`src/rtl/wave_timer8_pkg.sv`:
```
package wave_timer8_pkg;
  typedef enum logic [1:0] {
    MODE_FREE = 2'b00,
    MODE_DUAL = 2'b01,
    MODE_CLR  = 2'b10,
    MODE_FAST = 2'b11
  } tmr_mode_e;

  typedef enum logic [1:0] {
    ACT_NONE = 2'b00,
    ACT_ALT  = 2'b01,
    ACT_LOW  = 2'b10,
    ACT_HIGH = 2'b11
  } tmr_act_e;

  function automatic logic mode_is_pwm(input logic [1:0] m);
    return m[0];
  endfunction
endpackage

```
`src/rtl/wave_timer8_count.sv`:
```
module wave_timer8_count
  import wave_timer8_pkg::*;
#(
  parameter int W = 8
) (
  input  logic         clk,
  input  logic         rst,
  input  logic         tick,
  input  logic [1:0]   mode,
  input  logic         cnt_we,
  input  logic [W-1:0] cnt_wdata,
  input  logic [W-1:0] ocr,
  output logic [W-1:0] cnt,
  output logic         down,
  output logic         step,
  output logic         match,
  output logic         at_max,
  output logic         ovf_ev
);
  localparam logic [W-1:0] MAXV = {W{1'b1}};
  localparam logic [W-1:0] ZERO = '0;
  localparam logic [W-1:0] ONE  = {{(W-1){1'b0}}, 1'b1};

  logic         blk;
  logic         hit;
  logic [W-1:0] nxt;
  logic         nxt_dn;

  assign step   = tick & ~cnt_we;
  assign hit    = (cnt == ocr);
  assign match  = step & hit & ~blk;
  assign at_max = (cnt == MAXV);
  assign ovf_ev = step & ((tmr_mode_e'(mode) == MODE_DUAL) ? (cnt == ZERO) : at_max);

  always_comb begin
    nxt    = cnt + ONE;
    nxt_dn = down;
    case (tmr_mode_e'(mode))
      MODE_CLR: begin
        if (hit) nxt = ZERO;
      end
      MODE_DUAL: begin
        if (down) begin
          if (cnt == ZERO) begin
            nxt    = ONE;
            nxt_dn = 1'b0;
          end else begin
            nxt = cnt - ONE;
          end
        end else if (at_max) begin
          nxt    = MAXV - ONE;
          nxt_dn = 1'b1;
        end
      end
      default: ;
    endcase
  end

  always_ff @(posedge clk) begin
    if (rst) begin
      cnt  <= ZERO;
      down <= 1'b0;
      blk  <= 1'b0;
    end else begin
      blk <= cnt_we;
      if (cnt_we) begin
        cnt <= cnt_wdata;
      end else if (step) begin
        cnt  <= nxt;
        down <= nxt_dn;
      end
    end
  end

  assert_free_step_R2: assert property (@(posedge clk) disable iff (rst)
    step && tmr_mode_e'(mode) == MODE_FREE |=> cnt == W'($past(cnt) + 1'b1));
  assert_clr_zero_R3: assert property (@(posedge clk) disable iff (rst)
    step && tmr_mode_e'(mode) == MODE_CLR && cnt == ocr |=> cnt == ZERO);
  assert_dual_down_R5: assert property (@(posedge clk) disable iff (rst)
    step && tmr_mode_e'(mode) == MODE_DUAL && down && cnt != ZERO |=> cnt == W'($past(cnt) - 1'b1));
  assert_no_match_after_wr_R11: assert property (@(posedge clk) disable iff (rst)
    cnt_we |=> !match);
  assert_idle_hold_R13: assert property (@(posedge clk) disable iff (rst)
    !tick && !cnt_we |=> $stable(cnt) && $stable(down));
endmodule

```
`src/rtl/wave_timer8_ocr.sv`:
```
module wave_timer8_ocr #(
  parameter int W = 8
) (
  input  logic         clk,
  input  logic         rst,
  input  logic         pwm,
  input  logic         cmp_we,
  input  logic [W-1:0] cmp_wdata,
  input  logic         load,
  output logic [W-1:0] act
);
  logic [W-1:0] shadow;

  always_ff @(posedge clk) begin
    if (rst) begin
      shadow <= '0;
      act    <= '0;
    end else begin
      if (cmp_we) begin
        shadow <= cmp_wdata;
        if (!pwm) act <= cmp_wdata;
      end
      if (load) act <= shadow;
    end
  end

  assert_direct_write_R6: assert property (@(posedge clk) disable iff (rst)
    cmp_we && !pwm |=> act == $past(cmp_wdata));
  assert_shadow_hold_R6: assert property (@(posedge clk) disable iff (rst)
    pwm && !load |=> $stable(act));
endmodule

```
`src/rtl/wave_timer8_wave.sv`:
```
module wave_timer8_wave
  import wave_timer8_pkg::*;
(
  input  logic       clk,
  input  logic       rst,
  input  logic [1:0] mode,
  input  logic [1:0] act_sel,
  input  logic       match,
  input  logic       top_ev,
  input  logic       down,
  output logic       wave
);
  logic nxt;

  always_comb begin
    nxt = wave;
    case (tmr_mode_e'(mode))
      MODE_FAST: begin
        if (match) begin
          if (tmr_act_e'(act_sel) == ACT_LOW)  nxt = 1'b0;
          if (tmr_act_e'(act_sel) == ACT_HIGH) nxt = 1'b1;
        end else if (top_ev) begin
          if (tmr_act_e'(act_sel) == ACT_LOW)  nxt = 1'b1;
          if (tmr_act_e'(act_sel) == ACT_HIGH) nxt = 1'b0;
        end
      end
      MODE_DUAL: begin
        if (match) begin
          if (tmr_act_e'(act_sel) == ACT_LOW)  nxt = down;
          if (tmr_act_e'(act_sel) == ACT_HIGH) nxt = ~down;
        end
      end
      default: begin
        if (match) begin
          case (tmr_act_e'(act_sel))
            ACT_ALT:  nxt = ~wave;
            ACT_LOW:  nxt = 1'b0;
            ACT_HIGH: nxt = 1'b1;
            default:  nxt = wave;
          endcase
        end
      end
    endcase
  end

  always_ff @(posedge clk) begin
    if (rst) wave <= 1'b0;
    else     wave <= nxt;
  end

  assert_nonpwm_set_R7: assert property (@(posedge clk) disable iff (rst)
    match && !mode[0] && act_sel == 2'b11 |=> wave);
  assert_fast_match_low_R8: assert property (@(posedge clk) disable iff (rst)
    match && mode == 2'b11 && act_sel == 2'b10 |=> !wave);
  assert_dual_down_set_R9: assert property (@(posedge clk) disable iff (rst)
    match && mode == 2'b01 && act_sel == 2'b10 && down |=> wave);
endmodule

```
`src/rtl/wave_timer8.sv`:
```
module wave_timer8
  import wave_timer8_pkg::*;
#(
  parameter int W = 8
) (
  input  logic         clk,
  input  logic         rst,
  input  logic         tick,
  input  logic         cfg_we,
  input  logic [1:0]   cfg_mode,
  input  logic [1:0]   cfg_com,
  input  logic         cfg_pin_dir,
  input  logic         cnt_we,
  input  logic [W-1:0] cnt_wdata,
  input  logic         cmp_we,
  input  logic [W-1:0] cmp_wdata,
  input  logic [1:0]   flag_clr,
  output logic [W-1:0] cnt_o,
  output logic         wave_o,
  output logic         wave_ovr,
  output logic         wave_oe,
  output logic         cmp_flag,
  output logic         ovf_flag
);
  logic [1:0]   mode_q;
  logic [1:0]   com_q;
  logic [W-1:0] ocr_act;
  logic         down;
  logic         step;
  logic         match;
  logic         at_max;
  logic         ovf_ev;
  logic         ovr_nxt;

  assign ovr_nxt = (cfg_com != 2'b00) && !(mode_is_pwm(cfg_mode) && cfg_com == 2'b01);

  always_ff @(posedge clk) begin
    if (rst) begin
      mode_q   <= 2'b00;
      com_q    <= 2'b00;
      wave_ovr <= 1'b0;
      wave_oe  <= 1'b0;
      cmp_flag <= 1'b0;
      ovf_flag <= 1'b0;
    end else begin
      if (cfg_we) begin
        mode_q   <= cfg_mode;
        com_q    <= cfg_com;
        wave_ovr <= ovr_nxt;
        wave_oe  <= ovr_nxt & cfg_pin_dir;
      end
      cmp_flag <= (cmp_flag & ~flag_clr[0]) | match;
      ovf_flag <= (ovf_flag & ~flag_clr[1]) | ovf_ev;
    end
  end

  wave_timer8_count #(.W(W)) u_count (
    .clk(clk), .rst(rst), .tick(tick), .mode(mode_q),
    .cnt_we(cnt_we), .cnt_wdata(cnt_wdata), .ocr(ocr_act),
    .cnt(cnt_o), .down(down), .step(step), .match(match),
    .at_max(at_max), .ovf_ev(ovf_ev)
  );

  wave_timer8_ocr #(.W(W)) u_ocr (
    .clk(clk), .rst(rst), .pwm(mode_is_pwm(mode_q)),
    .cmp_we(cmp_we), .cmp_wdata(cmp_wdata),
    .load(step & at_max & mode_is_pwm(mode_q)), .act(ocr_act)
  );

  wave_timer8_wave u_wave (
    .clk(clk), .rst(rst), .mode(mode_q), .act_sel(com_q),
    .match(match), .top_ev(step & at_max), .down(down), .wave(wave_o)
  );

  assert_oe_needs_ovr_R12: assert property (@(posedge clk) disable iff (rst)
    wave_oe |-> wave_ovr);
  assert_cmp_flag_set_R10: assert property (@(posedge clk) disable iff (rst)
    match |=> cmp_flag);
  assert_ovf_flag_set_R10: assert property (@(posedge clk) disable iff (rst)
    ovf_ev |=> ovf_flag);
  assert_flags_hold_R13: assert property (@(posedge clk) disable iff (rst)
    !tick && flag_clr == 2'b00 |=> $stable(cmp_flag) && $stable(ovf_flag));
endmodule

```
`config.mk`:
```
export PLATFORM = sky130hd
export DESIGN_NAME = wave_timer8
export DESIGN_NICKNAME = d
export VERILOG_FILES = /design/src/rtl/wave_timer8_pkg.sv /design/src/rtl/wave_timer8_count.sv /design/src/rtl/wave_timer8_ocr.sv /design/src/rtl/wave_timer8_wave.sv /design/src/rtl/wave_timer8.sv
export SDC_FILE = /design/constraint.sdc
export NUM_CORES = 1
export LEC_CHECK = 0
export ABC_AREA = 1
export BUFFER_PORTS_ARGS = -buffer_cell sky130_fd_sc_hd__buf_4
export CORE_MARGIN = 3
export CORE_UTILIZATION = 36
export DETAILED_ROUTE_END_ITERATION = 8
export GPL_ROUTABILITY_DRIVEN = 0
export PLACE_DENSITY_LB_ADDON = 0.2
export SYNTH_ARGS = -nofsm -noshare
export SYNTH_HDL_FRONTEND = slang
export SYNTH_SLANG_ARGS = --single-unit
export TNS_END_PERCENT = 100
```
`constraint.sdc`:
```
create_clock -name clk -period 1.75 [get_ports clk]
set_input_delay 0.525 -clock clk [delete_from_list [all_inputs] [get_ports clk]]
set_output_delay 0.525 -clock clk [all_outputs]
set_load 0.02 [all_outputs]
```
Word level (Yosys, flattened, before mapping)
Cells that the tools add are included.

operators by class
  add/sub/neg operators = 2
  multiply operators = 0
  divide/modulo/power cells = 0
  magnitude comparators = 0
  eq/ne operators = 13
  shift operators = 0
  muxes and demuxes = 26
  bitwise operators = 17
  reductions and logical operators = 14

operator list
  operator                                                                  number
  8-bit 2-to-1 mux                                                          9
  8-bit case mux with 2 select lines                                        1
  1-bit 2-to-1 mux                                                          14
  2-bit nonzero test                                                        5
  1-bit AND                                                                 9
  8-bit by 1-bit adder with 8-bit output (second input constant)            1
  2-bit == test (second input constant)                                     4
  8-bit == test                                                             1
  8-bit == test (second input constant)                                     1
  8-bit logical NOT                                                         1
  8-bit by 1-bit subtractor with 8-bit output (second input constant)       1
  7-bit AND reduction                                                       1
  2-bit by 1-bit == test with 1-bit output (second input constant)          3
  3-bit by 1-bit inequality test with 1-bit output (second input constant)  2
  1-bit inverter                                                            6
  3-bit nonzero test                                                        2
  1-bit case mux with 3 select lines                                        1
  3-bit AND reduction                                                       1
  1-bit logical AND                                                         2
  2-bit by 1-bit inequality test with 1-bit output (second input constant)  1
  2-bit inequality test (second input constant)                             1
  1-bit bitwise OR                                                          2
  1-bit case mux with 2 select lines                                        1
  2-bit AND reduction                                                       1
  1-bit logical NOT                                                         1

storage, ports and cells
  register bits = 35
  bits in latches = 0
  RAM bits = 0
  bits in read-only memories = 0
  output and inout bits = 13
  logic and storage cells = 84
  memories = 0

Longest topological paths before layout
Gate-level depths: netlist of run 1.

  depth after elaboration = 6
  mapped depth = 13
  depth with buffers taken out = 12

Cells and area by module
Synthesis of run 1 repeated with hierarchy kept, for this count alone.

unflattened totals
  cells, all modules = 360
  area, all modules = 2321.0 um2

by module, submodules not included
  module             instances  cells an instance  area each (um2)  seq. area each (um2)
  wave_timer8_count  1          176                1104.8           200.2
  wave_timer8_ocr    1          116                770.7            320.3
  wave_timer8        1          41                 300.3            160.2
  wave_timer8_wave   1          27                 145.1            20.0

Worst setup path after synthesis of run 1
No wires, ideal clock.

  kind = input to register
  start = input cnt_we
  end = register u_wave.wave
  setup time = 0.115 ns
  data arrival time = 1.675 ns
  slack = -0.040 ns
  cell stages on the path = 11
  buffers on the path = 1
  path through = buf_2 inv_2 nand2_1 nor2_1 nand3_1 ha_1 o22ai_1 a31oi_1 nand3_1 nand2_1 nor2_1

between the ends
  cells in the longest elaborated chain, start to end = 6

RTL lines
  what                                                                                 line                     RTL
  from (decl)                                                                          wave_timer8.sv:13        input logic cnt_we,
  1-bit inverter (no line) *                                                           -
  1-bit AND *                                                                          wave_timer8_count.sv:29  assign step = tick & ~cnt_we;
  1-bit AND (2 in series)                                                              wave_timer8_count.sv:31  assign match = step & hit & ~blk;
  2-bit inequality test (no line), or another cell as far along                        -
  7-bit AND reduction (no line) or 1-bit case mux with 2 select lines (tied branches)  -
  to (signal assigned)                                                                 wave_timer8_wave.sv:48   else wave <= nxt;
  to (decl)                                                                            wave_timer8_wave.sv:11   output logic wave

Mark *: on every way between the ends. The rest lies on a longest branch, timed or not.
A chain may end at the register's enable or synchronous reset.

Worst setup path in the final report of run 1
  start = register u_count.cnt[7]
  end = register u_wave.wave

between the ends
  cells in the longest elaborated chain, start to end = 5

RTL lines
  what                                                                                 line                     RTL
  from (decl)                                                                          wave_timer8_count.sv:13  output logic [W-1:0] cnt,
  from (signal assigned)                                                               wave_timer8_count.sv:67  cnt <= cnt_wdata;
  from (signal assigned)                                                               wave_timer8_count.sv:69  cnt <= nxt;
  8-bit == test                                                                        wave_timer8_count.sv:30  assign hit = (cnt == ocr);
  1-bit AND (2 in series)                                                              wave_timer8_count.sv:31
  2-bit inequality test (no line), or another cell as far along                        -
  7-bit AND reduction (no line) or 1-bit case mux with 2 select lines (tied branches)  -

Parallel ways exist; a longest one is shown, timed or not.

==> impl_table.tex, run 1 <==
\begin{tabular}{lr}
\hline
Metric & Value \\
\hline
\multicolumn{2}{l}{\textbf{Worst setup path}} \\
Startpoint of the lowest-slack register-to-register path & u\_count.cnt[7]\$\_SDFFE\_PP0P\_ \\
Worst Setup End Kind & flip-flop \\
Maximum fanout along the worst path & 3 \\
Data required time of the critical path & 1.94 ns \\
Critical Path AT & 1.87 ns \\
Kind of launch point of the worst setup path & flip-flop \\
Class of the most critical setup path & flip-flop to flip-flop \\
Launch point of the worst path & u\_count.cnt[7]\$\_SDFFE\_PP0P\_ \\
\multicolumn{2}{l}{\textbf{Floorplanning}} \\
Area enclosed by the die boundary & around 0.0068 mm2 \\
Die height & 82.3 um \\
I/O pin cnt & 42 \\
Die outline width & roughly 80 um \\
Cell Rows & 27 \\
Core outline area & $\sim$0.0056 mm2 \\
Initial cell density of the core & 0.376 \\
\multicolumn{2}{l}{\textbf{Yosys}} \\
Portion of netlist area occupied by mux cells & 0 \\
Library cell with the highest instance count after synthesis & sky130\_fd\_sc\_hd\_\_nand2\_1 \\
Simple-Gate Fraction of Synth Area & 0.281 \\
Largest family of logic cells by synthesized area & simple AND/OR/NAND/NOR gates \\
Number of warning messages in the yosys log & 0 \\
Fraction of registers with async set/reset & 0 \\
Biggest area consumer among synthesized cells & sky130\_fd\_sc\_hd\_\_dfxtp\_1 \\
Top FF cell, synth & sky130\_fd\_sc\_hd\_\_dfxtp\_1 \\
Post-Synth XOR/XNOR Area & 0.0627 \\
Area share of fa/ha/maj cells after synthesis & 0.0418 \\
Seq/Total Area, Yosys & 0.334 \\
Compound-gate portion of the synthesized area & 0.176 \\
Number of nets in the synthesized netlist & approximately 350 \\
Number of enable flip-flop cells after synthesis & 0 \\
Synth unique cells & 27 \\
Syn Area/Cell & 6.63 um2 \\
Synthesized flop and latch total & 35 \\
Portion of synthesized cell area occupied by the leading cell type & 0.334 \\
Most used standard cells in the synthesized netlist & 85 x sky130\_fd\_sc\_hd\_\_nand2\_1, 37 x sky130\_fd\_sc\_hd\_\_inv\_1, 35 x sky130\_fd\_sc\_hd\_\_dfxtp\_1 \\
Top cells by area in the synthesized netlist & sky130\_fd\_sc\_hd\_\_dfxtp\_1 33\%, sky130\_fd\_sc\_hd\_\_nand2\_1 15\%, sky130\_fd\_sc\_hd\_\_inv\_1 6.6\% \\
Cell count after synthesis & around 320 \\
Post-synthesis cell area & 0.00210 mm2 \\
\multicolumn{2}{l}{\textbf{Routing}} \\
Top routing layer in use & met4 \\
Routed met1 length & 2.57 mm \\
Wire length per cell after detailed routing & approximately 12 um \\
Detail Route met3 WL & roughly 270 um \\
Vias/cell & between 4 and 5 \\
Number of routed nets with antenna violations & 0 \\
Vias & 2,233 \\
Count of unresolved DRC violations after routing & 0 \\
Final wirelength & roughly 5.5 mm \\
Detailed Routing Iterations Pass 1 & 4 \\
Initial DRC count & between 100 and 150 \\
Met2 WL & around 2.5 mm \\
\multicolumn{2}{l}{\textbf{Finish}} \\
Total of fill cells in the finished design & 562 \\
Sequential Area & 719 um2 \\
Final instance area & just under 0.003 mm2 \\
Final cell count without fillers & roughly 460 \\
Synth-to-layout area growth & 39.0\% \\
Footprint of the multi-input gates & between 0.001 and 0.0015 mm2 \\
Number of diodes added for antenna fixing & 0 \\
Share of cells above drive strength 1 & 0.316 \\
Count of nets after finishing & around 420 \\
Layout Utilization & 0.523 \\
\multicolumn{2}{l}{\textbf{Placed design}} \\
DP Cell Count & $\sim$450 \\
Post-Place Worst Slack & -0.0920 ns \\
DP Area & about 0.0027 mm2 \\
Number of input and output port buffers inserted & 41 \\
Final HPWL DP & 4.26 mm \\
\multicolumn{2}{l}{\textbf{Power and ir drop}} \\
Switching power of the nets & 0.614 mW \\
Share of power burned in registers & 0.411 \\
Max IR drop VDD & approximately 0.35 mV \\
Power per unit of standard cell area & 738 mW/mm2 \\
Relative contribution of the clock network to total power & 0.356 \\
Overall power after layout & 2.15 mW \\
Internal Pwr Total & 1.54 mW \\
Static power due to leakage & between 1 and 1.5 nW \\
Sw Share & 0.286 \\
Share of power burned in combinational logic & 0.233 \\
\multicolumn{2}{l}{\textbf{CTS}} \\
Clock-pin slew on the worst setup and hold paths & 0.07 ns \\
CTS Root Cell & sky130\_fd\_sc\_hd\_\_clkbuf\_8 \\
Clock sink count & 35 \\
Bufs on Longest Clock Path & 2 \\
H-tree lvl count & 2 \\
Clk\_lat worst skew & roughly 0.29 ns \\
TritonCTS clock tree & done \\
TritonCTS buffer count & 5 \\
\multicolumn{2}{l}{\textbf{STA}} \\
Post-Route Setup TNS & 0 ns \\
Final WS setup & $\sim$0.074 ns \\
Skew final & $\sim$0.0055 ns \\
Period minus WS final & roughly 1.7 ns \\
Final cycle utilization of the critical path & 0.958 \\
Worst hold slack & 0.464 ns \\
Finish-stage setup viols & 0 \\
Total count of hold-check failures in the final report & 0 \\
Worst-margin pin slew & 0.431 ns \\
Count of final max-slew check failures & 0 \\
RSZ-0062 raised after global routing & true \\
Worst max-slew margin expressed relative to the limit & 0.712 \\
Highest clock rate & between 0.5 and 0.6 GHz \\
\multicolumn{2}{l}{\textbf{Flow run}} \\
Count of maximum capacitance violations & 0 \\
\multicolumn{2}{l}{\textbf{Global routing}} \\
Global-route wire length before repair & 9.10 mm \\
Pin count of the biggest net entering global routing & 18 \\
Overflow left after global routing & 0 \\
Total routing resource utilization after global routing & 0.173 \\
Initial antenna violation count & 0 \\
Vias in the first global route & 2,058 \\
\multicolumn{2}{l}{\textbf{Hold path}} \\
Path class of the lowest-slack min-delay path & input port to flip-flop \\
Hold path start & cmp\_wdata[2] \\
\multicolumn{2}{l}{\textbf{Status}} \\
Status & completed \\
\hline
\end{tabular}
[area by class of cell]
type | count | area share
multi-input cells | 228 | 0.434
flip-flops and latches | 35 | 0.247
repair buffers | 73 | 0.192
inverters | 42 | 0.0550
well taps | 72 | 0.0309
clock buffers | 6 | 0.0284
clock inverters | 2 | 0.0120
[repair_timing]
item,CTS,global route
pin swaps,0,9
hold buffers,0,0
setup buffers,0,3
endpoints found under the setup margin,1,17
gates resized for setup,6,29
gates cloned,0,0
endpoints found under the hold margin,0,0
[routing by layer]
layer  global-route usage  up-vias
li1                     -     1163
met1                0.218     1003
met2                0.281       56
met3               0.0390       11
met4               0.0764        0
met5                    0        -
[worst paths after layout]
check             slack (ns)                            to  cells after the start
hold / removal          0.46  u_ocr.shadow[2]$_SDFFE_PP0P_                      3
setup reg to reg        0.07      u_wave.wave$_SDFFE_PP0P_                     10
hold reg to reg         0.47           cmp_flag$_SDFF_PP0_                      2
setup / recovery        0.07      u_wave.wave$_SDFFE_PP0P_                     10
[sequential cells by signal, summed over array words and instances (netlist names)]
register / flops
cmp_flag: 1
com_q: 2
mode_q: 2
ovf_flag: 1
u_count.blk: 1
u_count.cnt: 8
u_count.down: 1
u_ocr.act: 8
u_ocr.shadow: 8
u_wave.wave: 1
wave_oe: 1
wave_ovr: 1
[cell families after synthesis]
logic type / Yosys count
AND/OR/NAND/NOR: 138
buffers and inverters: 53
AO/OA/AOI/OAI: 68
adder cells (fa/ha/maj): 7
flip-flops: 35
XOR/XNOR: 15
[power by group through the flow]
stage               Clock (mW)  Sequential [mW]  Combinational [mW]
finish                   0.766            0.883               0.500
global route             0.810            0.890               0.563
CTS                      0.785            0.879               0.469
global placement             0            0.897               0.453
detailed placement           0            0.897               0.457
floorplan                    0            0.905               0.262
[placed cells by master (no fill, tap or decap)]
cell                         n
sky130_fd_sc_hd__inv_2       9
sky130_fd_sc_hd__dfxtp_4     2
sky130_fd_sc_hd__xor2_1     10
sky130_fd_sc_hd__buf_12      1
sky130_fd_sc_hd__o21ai_1     7
sky130_fd_sc_hd__ha_4        1
sky130_fd_sc_hd__clkbuf_8    6
sky130_fd_sc_hd__inv_4       1
sky130_fd_sc_hd__dfxtp_1    24
sky130_fd_sc_hd__nor2_4      3
sky130_fd_sc_hd__nand2_1    81
sky130_fd_sc_hd__ha_1        6
sky130_fd_sc_hd__nand3_1    11
sky130_fd_sc_hd__xnor2_2     3
sky130_fd_sc_hd__dfxtp_2     9
sky130_fd_sc_hd__nand3_4     1
sky130_fd_sc_hd__nand2_4     1
sky130_fd_sc_hd__xnor2_1     2
sky130_fd_sc_hd__o21ai_0    23
sky130_fd_sc_hd__nand2_2     5
sky130_fd_sc_hd__a22oi_1    10
sky130_fd_sc_hd__bufinv_16   1
sky130_fd_sc_hd__nor3_1      7
sky130_fd_sc_hd__nor3b_2     1
sky130_fd_sc_hd__nor2_1     19
sky130_fd_sc_hd__nor2_2      2
sky130_fd_sc_hd__inv_1      32
sky130_fd_sc_hd__buf_4      72
sky130_fd_sc_hd__clkinv_2    1
sky130_fd_sc_hd__nor3_4      1
sky130_fd_sc_hd__nand4_1     4
sky130_fd_sc_hd__o22ai_1     1
sky130_fd_sc_hd__nand3_2     1
sky130_fd_sc_hd__a21oi_1    25
sky130_fd_sc_hd__or2_2       1
sky130_fd_sc_hd__a31oi_1     2
[worst max-delay path, cell delays in order, from the launching register on]
cell and delay [ns]:
sky130_fd_sc_hd__dfxtp_2 0.38, sky130_fd_sc_hd__xnor2_2 0.12, sky130_fd_sc_hd__nand2_1 0.10, sky130_fd_sc_hd__nor2_4 0.17, sky130_fd_sc_hd__nand3_4 0.10, sky130_fd_sc_hd__ha_4 0.27
sky130_fd_sc_hd__o22ai_1 0.06, sky130_fd_sc_hd__a31oi_1 0.15, sky130_fd_sc_hd__nand3_1 0.09, sky130_fd_sc_hd__nand2_1 0.09, sky130_fd_sc_hd__nor2_2 0.04
(Power assumes the default switching activity.)
==> run 2: changes to the inputs <==
- CORE_MARGIN: 3 -> 2
==> run 2 against run 1 <==
Net effect: fmax grew 0.67%; power is 9.7% lower; die area decreased by 4.8%; wire length shrank 4.6%; via count is 1.8% lower; critical path depth did not move; sequential cell count is the same; design area fell by 2.9%; clock skew down 0.0013 ns; global-route usage rose by 0.20 points; non-clock buffer count increased by 2; final cell count is 0.44% higher.
==> impl_table.tex, run 2 (synthesis gave the netlist of run 1 again) <==
\begin{tabular}{lr}
\hline
Metric & Value \\
\hline
\multicolumn{2}{l}{\textbf{Global routing}} \\
Total routing resource utilization after global routing & 0.175 (+0.00198) \\
Initial antenna violation count & 0 (unchanged) \\
Global-route wire length before repair & 8.97 mm (-1.4\%) \\
Vias in the first global route & 2,075 (+0.83\%) \\
Overflow left after global routing & 0 (unchanged) \\
Pin count of the biggest net entering global routing & 18 (unchanged) \\
\multicolumn{2}{l}{\textbf{Worst setup path}} \\
Maximum fanout along the worst path & 2 (-1) \\
Kind of launch point of the worst setup path & flip-flop \\
Data required time of the critical path & 1.94 ns (about the same) \\
Worst Setup End Kind & flip-flop \\
Critical Path AT & 1.85 ns (-0.02 ns) \\
Class of the most critical setup path & flip-flop to flip-flop \\
\multicolumn{2}{l}{\textbf{STA}} \\
Final cycle utilization of the critical path & 0.951 (-0.00638) \\
Finish-stage setup viols & 0 (unchanged) \\
Worst-margin pin slew & 0.431 ns (+0.000212 ns) \\
Period minus WS final & 1.66 ns (-0.0112 ns) \\
RSZ-0062 raised after global routing & true \\
Post-Route Setup TNS & 0 ns (unchanged) \\
Total count of hold-check failures in the final report & 0 (unchanged) \\
Worst max-slew margin expressed relative to the limit & 0.712 (about the same) \\
Highest clock rate & 0.601 GHz (+0.67\%) \\
Count of final max-slew check failures & 0 (unchanged) \\
Skew final & 0.00424 ns (-0.00129 ns) \\
Worst hold slack & 0.465 ns (+0.00109 ns) \\
\multicolumn{2}{l}{\textbf{Routing}} \\
Number of routed nets with antenna violations & 0 (unchanged) \\
Initial DRC count & 90 (-30\%) \\
Final wirelength & 5.27 mm (-4.6\%) \\
Wire length per cell after detailed routing & 11.5 um (-5.0\%) \\
Vias/cell & 4.77 (-2.3\%) \\
Vias & 2,192 (-1.8\%) \\
Count of unresolved DRC violations after routing & 0 (unchanged) \\
Detailed Routing Iterations Pass 1 & 4 (unchanged) \\
\multicolumn{2}{l}{\textbf{Power and ir drop}} \\
Relative contribution of the clock network to total power & 0.299 (-0.057) \\
Switching power of the nets & 0.593 mW (-3.3\%) \\
Power per unit of standard cell area & 686 mW/mm2 (-7.0\%) \\
Internal Pwr Total & 1.35 mW (-12\%) \\
Static power due to leakage & 1.42 nW (-1.3\%) \\
Share of power burned in registers & 0.453 (+0.042) \\
Share of power burned in combinational logic & 0.247 (+0.014) \\
Max IR drop VDD & 0.359 mV (+2.1\%) \\
Sw Share & 0.306 (+0.0201) \\
\multicolumn{2}{l}{\textbf{Floorplanning}} \\
Initial cell density of the core & 0.376 (unchanged) \\
I/O pin cnt & 42 (unchanged) \\
Die outline width & 80.3 um (-2.4\%) \\
Area enclosed by the die boundary & 0.00645 mm2 (-4.8\%) \\
Core outline area & 0.00557 mm2 (unchanged) \\
Die height & 80.3 um (-2.4\%) \\
Cell Rows & 27 (unchanged) \\
\multicolumn{2}{l}{\textbf{Finish}} \\
Share of cells above drive strength 1 & 0.284 (-0.0326) \\
Most frequent cells in the layout & 84 x sky130\_fd\_sc\_hd\_\_nand2\_1, 75 x sky130\_fd\_sc\_hd\_\_buf\_4, 35 x sky130\_fd\_sc\_hd\_\_inv\_1 \\
Final instance area & 0.00283 mm2 (-2.9\%) \\
Number of diodes added for antenna fixing & 0 (unchanged) \\
Count of nets after finishing & 423 (+0.48\%) \\
Most common cell after layout, fill and taps aside & sky130\_fd\_sc\_hd\_\_nand2\_1 \\
Synth-to-layout area growth & 35.0\% \\
Leading registers by flop count & u\_count.cnt: 8 flops, u\_ocr.act: 8 flops, u\_ocr.shadow: 8 flops \\
\multicolumn{2}{l}{\textbf{CTS}} \\
Hold buffer count at CTS & 0 (unchanged) \\
Clock-pin slew on the worst setup and hold paths & 0.07 ns (about the same) \\
TritonCTS buffer count & 5 (unchanged) \\
TritonCTS clock tree & done \\
CTS Root Cell & sky130\_fd\_sc\_hd\_\_clkbuf\_8 \\
Clock sink count & 35 (unchanged) \\
Clk\_lat worst skew & 0.29 ns (about the same) \\
Bufs on Longest Clock Path & 2 (unchanged) \\
H-tree lvl count & 2 (unchanged) \\
\multicolumn{2}{l}{\textbf{Placed design}} \\
Final HPWL DP & 4.20 mm (-1.4\%) \\
Number of input and output port buffers inserted & 41 (unchanged) \\
DP Area & 0.00269 mm2 (+0.66\%) \\
\multicolumn{2}{l}{\textbf{Status}} \\
Status & completed \\
\multicolumn{2}{l}{\textbf{Hold path}} \\
Path class of the lowest-slack min-delay path & input port to flip-flop \\
\multicolumn{2}{l}{\textbf{Flow run}} \\
Count of maximum capacitance violations & 0 (unchanged) \\
\hline
\end{tabular}
run 2: cell types whose count changed in the layout (fill, tap and decap cells not counted), moves of 2 or more:
cell,previous run,this run
sky130_fd_sc_hd__buf_4,72,75
sky130_fd_sc_hd__dfxtp_1,24,27
sky130_fd_sc_hd__dfxtp_2,9,6
sky130_fd_sc_hd__inv_1,32,35
sky130_fd_sc_hd__inv_2,9,6
sky130_fd_sc_hd__nand2_1,81,84
sky130_fd_sc_hd__nand2_2,5,2
sky130_fd_sc_hd__nor2_1,19,21
sky130_fd_sc_hd__nor2_4,3,1
run 2: final timing paths:
kind | start | to | slack, ns | cells past startpoint
setup / recovery | u_count.cnt[7]$_SDFFE_PP0P_ | u_wave.wave$_SDFFE_PP0P_ | 0.09 | 10
hold / removal | cmp_wdata[2] | u_ocr.shadow[2]$_SDFFE_PP0P_ | 0.47 | 3
setup reg to reg | u_count.cnt[7]$_SDFFE_PP0P_ | u_wave.wave$_SDFFE_PP0P_ | 0.09 | 10
hold reg to reg | ovf_flag$_SDFF_PP0_ | ovf_flag$_SDFF_PP0_ | 0.47 | 2
run 2: metrics by stage:
step | utilization | total power [mW] | std cells | worst slack [ns]
after floorplan | - | 1.17 | 316 | 0.00513
after global placement | 0.482 | 1.36 | 451 | -0.00579
after detailed placement | 0.482 | 1.36 | 451 | -0.0434
after CTS | 0.498 | 1.95 | 459 | 0.0364
after global routing | 0.508 | 2.06 | 460 | -0.0465
final | 0.508 | 1.94 | 460 | 0.0855
run 2: layout make-up:
type                            instances  area [um2]
Timing Repair Buffer                   75         563
Multi-Input combinational cell        228        1210
Clock inverter                          2        12.5
Clock buffer                            6        72.6
Sequential cell                        35         716
Tap cell                               72        90.1
Inverter                               42         160
Fill cell                             581        2750
run 2: worst max-delay path: stages, from the launching register on:
cell	delay (ns)
sky130_fd_sc_hd__dfxtp_2	0.35
sky130_fd_sc_hd__xnor2_2	0.14
sky130_fd_sc_hd__nand2_1	0.08
sky130_fd_sc_hd__nor2_2	0.17
sky130_fd_sc_hd__nand3_2	0.11
sky130_fd_sc_hd__ha_1	0.28
sky130_fd_sc_hd__o22ai_1	0.07
sky130_fd_sc_hd__a31oi_1	0.15
sky130_fd_sc_hd__nand3_1	0.09
sky130_fd_sc_hd__nand2_1	0.07
sky130_fd_sc_hd__nor2_1	0.04
run 2: repair_timing:
item / CTS / global route
hold endpoints to repair: 0 / 0
setup endpoints to repair: 1 / 14
setup buffers: 0 / 1
resized for setup: 4 / 16
pin swaps: 0 / 5
run 2: power groups by stage:
| stage | Sequential, mW | Clock [mW] | Combinational [mW] |
|---|---|---|---|
| after floorplan | 0.905 | 0 | 0.262 |
| after global placement | 0.896 | 0 | 0.461 |
| after detailed placement | 0.896 | 0 | 0.463 |
| after CTS | 0.878 | 0.603 | 0.469 |
| after global routing | 0.886 | 0.632 | 0.544 |
| final | 0.880 | 0.580 | 0.480 |
run 2: routing by layer:
| metal | track usage | part of all wire |
|---|---|---|
| met4 | 0.0576 | 0.017 |
| met3 | 0.0337 | 0.048 |
| met1 | 0.223 | 0.47 |
| met5 | 0 | 0 |
| met2 | 0.297 | 0.46 |
==> run 3: changes to the inputs <==
- GPL_TIMING_DRIVEN: default -> 0
- clock period: 1.75 -> 1.6 ns (I/O delays scaled with it)
==> run 3 against run 2 <==
Net effect: the run now ends with setup timing left; die area stayed put; core utilization fell by 0.18 points; setup slack worse by 0.14 ns; fmax up 0.35%; global-route usage decreased by 0.47 points.
==> impl_table.tex, run 3 (synthesis gave the netlist of run 1 again) <==
\begin{tabular}{lr}
\hline
Metric & Value \\
\hline
\multicolumn{2}{l}{\textbf{CTS}} \\
Hold buffer count at CTS & 0 (unchanged) \\
TritonCTS buffer count & 5 (unchanged) \\
Bufs on Longest Clock Path & 2 (unchanged) \\
CTS Root Cell & sky130\_fd\_sc\_hd\_\_clkbuf\_8 \\
Clock-pin slew on the worst setup and hold paths & 0.08 ns (about the same) \\
TritonCTS clock tree & done \\
Clock sink count & 35 (unchanged) \\
H-tree lvl count & 2 (unchanged) \\
Clk\_lat worst skew & 0.29 ns (about the same) \\
\multicolumn{2}{l}{\textbf{Global routing}} \\
Total routing resource utilization after global routing & 0.171 (-0.00468) \\
Global-route wire length before repair & 8.84 mm (-1.5\%) \\
Initial antenna violation count & 0 (unchanged) \\
Overflow left after global routing & 0 (unchanged) \\
Vias in the first global route & 2,064 (-0.53\%) \\
Pin count of the biggest net entering global routing & 13 (-5) \\
\multicolumn{2}{l}{\textbf{STA}} \\
Worst max-slew margin expressed relative to the limit & 0.588 (-0.124) \\
RSZ-0062 raised after global routing & true \\
Count of final max-slew check failures & 0 (unchanged) \\
Final cycle utilization of the critical path & 1.04 (+0.0856) \\
Highest clock rate & 0.603 GHz (+0.35\%) \\
Total count of hold-check failures in the final report & 0 (unchanged) \\
Period minus WS final & 1.66 ns (-0.00572 ns) \\
Skew final & 0.00457 ns (+0.000329 ns) \\
Worst-margin pin slew & 0.616 ns (+0.184 ns) \\
Finish-stage setup viols & 1 (+1) \\
Post-Route Setup TNS & -0.0588 ns (-0.0588 ns) \\
Final WS setup & -0.0588 ns (-0.144 ns) \\
Worst hold slack & 0.421 ns (-0.0446 ns) \\
\multicolumn{2}{l}{\textbf{Routing}} \\
Wire length per cell after detailed routing & 11.8 um (+2.6\%) \\
Count of unresolved DRC violations after routing & 0 (unchanged) \\
Number of routed nets with antenna violations & 0 (unchanged) \\
Vias/cell & 4.84 (+1.7\%) \\
Vias & 2,175 (-0.78\%) \\
Final wirelength & 5.28 mm (+0.17\%) \\
Detailed Routing Iterations Pass 1 & 4 (unchanged) \\
Initial DRC count & 114 (+27\%) \\
\multicolumn{2}{l}{\textbf{Status}} \\
Violated checks & setup timing \\
Status & finished with violations \\
\multicolumn{2}{l}{\textbf{Worst setup path}} \\
Worst Setup End Kind & flip-flop \\
Reg2Reg Setup Slack & -0.06 ns (-0.14 ns) \\
Startpoint of the lowest-slack register-to-register path & u\_count.cnt[5]\$\_SDFFE\_PP0P\_ \\
Kind of launch point of the worst setup path & flip-flop \\
Critical Path AT & 1.85 ns (about the same) \\
Class of the most critical setup path & flip-flop to flip-flop \\
Reg2reg path depth & 12 (+2) \\
Data required time of the critical path & 1.79 ns (-0.15 ns) \\
R2R Path End & u\_wave.wave\$\_SDFFE\_PP0P\_ \\
Maximum fanout along the worst path & 6 (+4) \\
\multicolumn{2}{l}{\textbf{Finish}} \\
Share of cells above drive strength 1 & 0.300 (+0.0162) \\
Final cell count without fillers & 449 (-2.4\%) \\
Number of diodes added for antenna fixing & 0 (unchanged) \\
Most common cell after layout, fill and taps aside & sky130\_fd\_sc\_hd\_\_nand2\_1 \\
Count of nets after finishing & 412 (-2.6\%) \\
Most frequent cells in the layout & 76 x sky130\_fd\_sc\_hd\_\_nand2\_1, 58 x sky130\_fd\_sc\_hd\_\_buf\_4, 32 x sky130\_fd\_sc\_hd\_\_inv\_1 \\
Synth-to-layout area growth & 34.5\% \\
Leading registers by flop count & u\_count.cnt: 8 flops, u\_ocr.act: 8 flops, u\_ocr.shadow: 8 flops \\
\multicolumn{2}{l}{\textbf{Floorplanning}} \\
Core outline area & 0.00557 mm2 (unchanged) \\
Area enclosed by the die boundary & 0.00645 mm2 (unchanged) \\
I/O pin cnt & 42 (unchanged) \\
Die outline width & 80.3 um (unchanged) \\
Cell Rows & 27 (unchanged) \\
Initial cell density of the core & 0.376 (unchanged) \\
Die height & 80.3 um (unchanged) \\
\multicolumn{2}{l}{\textbf{Hold path}} \\
Path class of the lowest-slack min-delay path & input port to flip-flop \\
Hold path start & cmp\_wdata[7] \\
Hold path cells & 3 (unchanged) \\
Hold Path End & u\_ocr.shadow[7]\$\_SDFFE\_PP0P\_ \\
\multicolumn{2}{l}{\textbf{Power and ir drop}} \\
Static power due to leakage & 1.36 nW (-4.1\%) \\
Max IR drop VDD & 0.483 mV (+34\%) \\
Switching power of the nets & 0.675 mW (+14\%) \\
Share of power burned in registers & 0.447 (-0.006) \\
Share of power burned in combinational logic & 0.233 (-0.014) \\
Power per unit of standard cell area & 773 mW/mm2 (+13\%) \\
Relative contribution of the clock network to total power & 0.320 (+0.021) \\
Internal Pwr Total & 1.50 mW (+12\%) \\
Sw Share & 0.310 (+0.00412) \\
\multicolumn{2}{l}{\textbf{Placed design}} \\
Final HPWL DP & 3.86 mm (-8.0\%) \\
Number of input and output port buffers inserted & 39 (-4.9\%) \\
DP Cell Count & 427 (-5.3\%) \\
\multicolumn{2}{l}{\textbf{Flow run}} \\
Count of maximum capacitance violations & 0 (unchanged) \\
\hline
\end{tabular}
-- run 3: cell count changes in the layout (fill, tap and decap cells not counted), sizes merged --
| cell | before | now |
|---|---|---|
| clkbuf | 6 | 10 |
| buf | 75 | 60 |
-- run 3: worst max path at each step --
| stage | startpoint | to | slack [ns] | depth (start not counted) |
|---|---|---|---|---|
| final | u_count.cnt[5]$_SDFFE_PP0P_ | u_wave.wave$_SDFFE_PP0P_ | -0.06 | 12 |
| after global routing | u_count.cnt[0]$_SDFFE_PP0P_ | u_wave.wave$_SDFFE_PP0P_ | -0.14 | 12 |
| after CTS | u_count.cnt[7]$_SDFFE_PP0P_ | u_wave.wave$_SDFFE_PP0P_ | -0.08 | 10 |
| after detailed placement | cnt_we | u_wave.wave$_SDFFE_PP0P_ | -0.32 | 11 |
| after global placement | cnt_we | u_wave.wave$_SDFFE_PP0P_ | -0.33 | 11 |
| after floorplan | cnt_we | u_wave.wave$_SDFFE_PP0P_ | -0.09 | 11 |
-- run 3: routing by layer --
| layer | global-route usage | up-vias | share of wire |
|---|---|---|---|
| met3 | 0.0337 | 5 | 0.038 |
| met2 | 0.293 | 38 | 0.49 |
| met4 | 0.0576 | 0 | 0.011 |
| li1 | - | 1139 | - |
| met5 | 0 | - | 0 |
| met1 | 0.212 | 993 | 0.46 |
-- run 3: repair_timing --
action | CTS | global route
cloned | 1 | 0
buffers inserted | 5 | 13
hold endpoints to repair | 0 | 0
resized for setup | 22 | 17
endpoints found under the setup margin | 16 | 17
pin swaps | 7 | 16
-- run 3: area by class of cell --
class	count	area, um2
inverter	42	170
timing repair buffer	58	433
buffer	6	35.0
tap	72	90.1
multi-input combinational	228	1260
sequential	35	733
clock inverter	2	16.3
fill	574	2760
clock buffer	6	82.6
-- run 3: through the flow --
| step | total power, mW | setup WS, ns | area [um2] | utilization |
|---|---|---|---|---|
| 4_1_cts | 2.14 | -0.0779 | 2680 | 0.480 |
| 2_1_floorplan | 1.28 | -0.0938 | 2120 | - |
| 5_1_grt | 2.30 | -0.139 | 2820 | 0.506 |
| 3_5_place_dp | 1.43 | -0.324 | 2500 | 0.449 |
| 3_3_place_gp | 1.43 | -0.327 | 2500 | 0.449 |
| 6_report | 2.18 | -0.0588 | 2820 | 0.506 |
-- run 3: power groups by stage --
stage	clock (mW)	sequential [mW]	combinational [mW]
floorplan	0	0.992	0.287
global placement	0	0.978	0.447
detailed placement	0	0.979	0.450
CTS	0.718	0.975	0.449
global route	0.746	0.982	0.574
finish	0.698	0.973	0.508
-- run 3: critical path, cell delays in order (launching register included) --
cell and delay [ns]:
sky130_fd_sc_hd__dfxtp_4 0.38, sky130_fd_sc_hd__inv_4 0.06, sky130_fd_sc_hd__nand2_2 0.05, sky130_fd_sc_hd__nand2_2 0.07
sky130_fd_sc_hd__nand2_2 0.06, sky130_fd_sc_hd__nor2_4 0.13, sky130_fd_sc_hd__nand3_2 0.13, sky130_fd_sc_hd__ha_4 0.28
sky130_fd_sc_hd__o22ai_2 0.06, sky130_fd_sc_hd__a31oi_1 0.14, sky130_fd_sc_hd__nand3_1 0.08, sky130_fd_sc_hd__nand2_1 0.07
sky130_fd_sc_hd__nor2_1 0.04
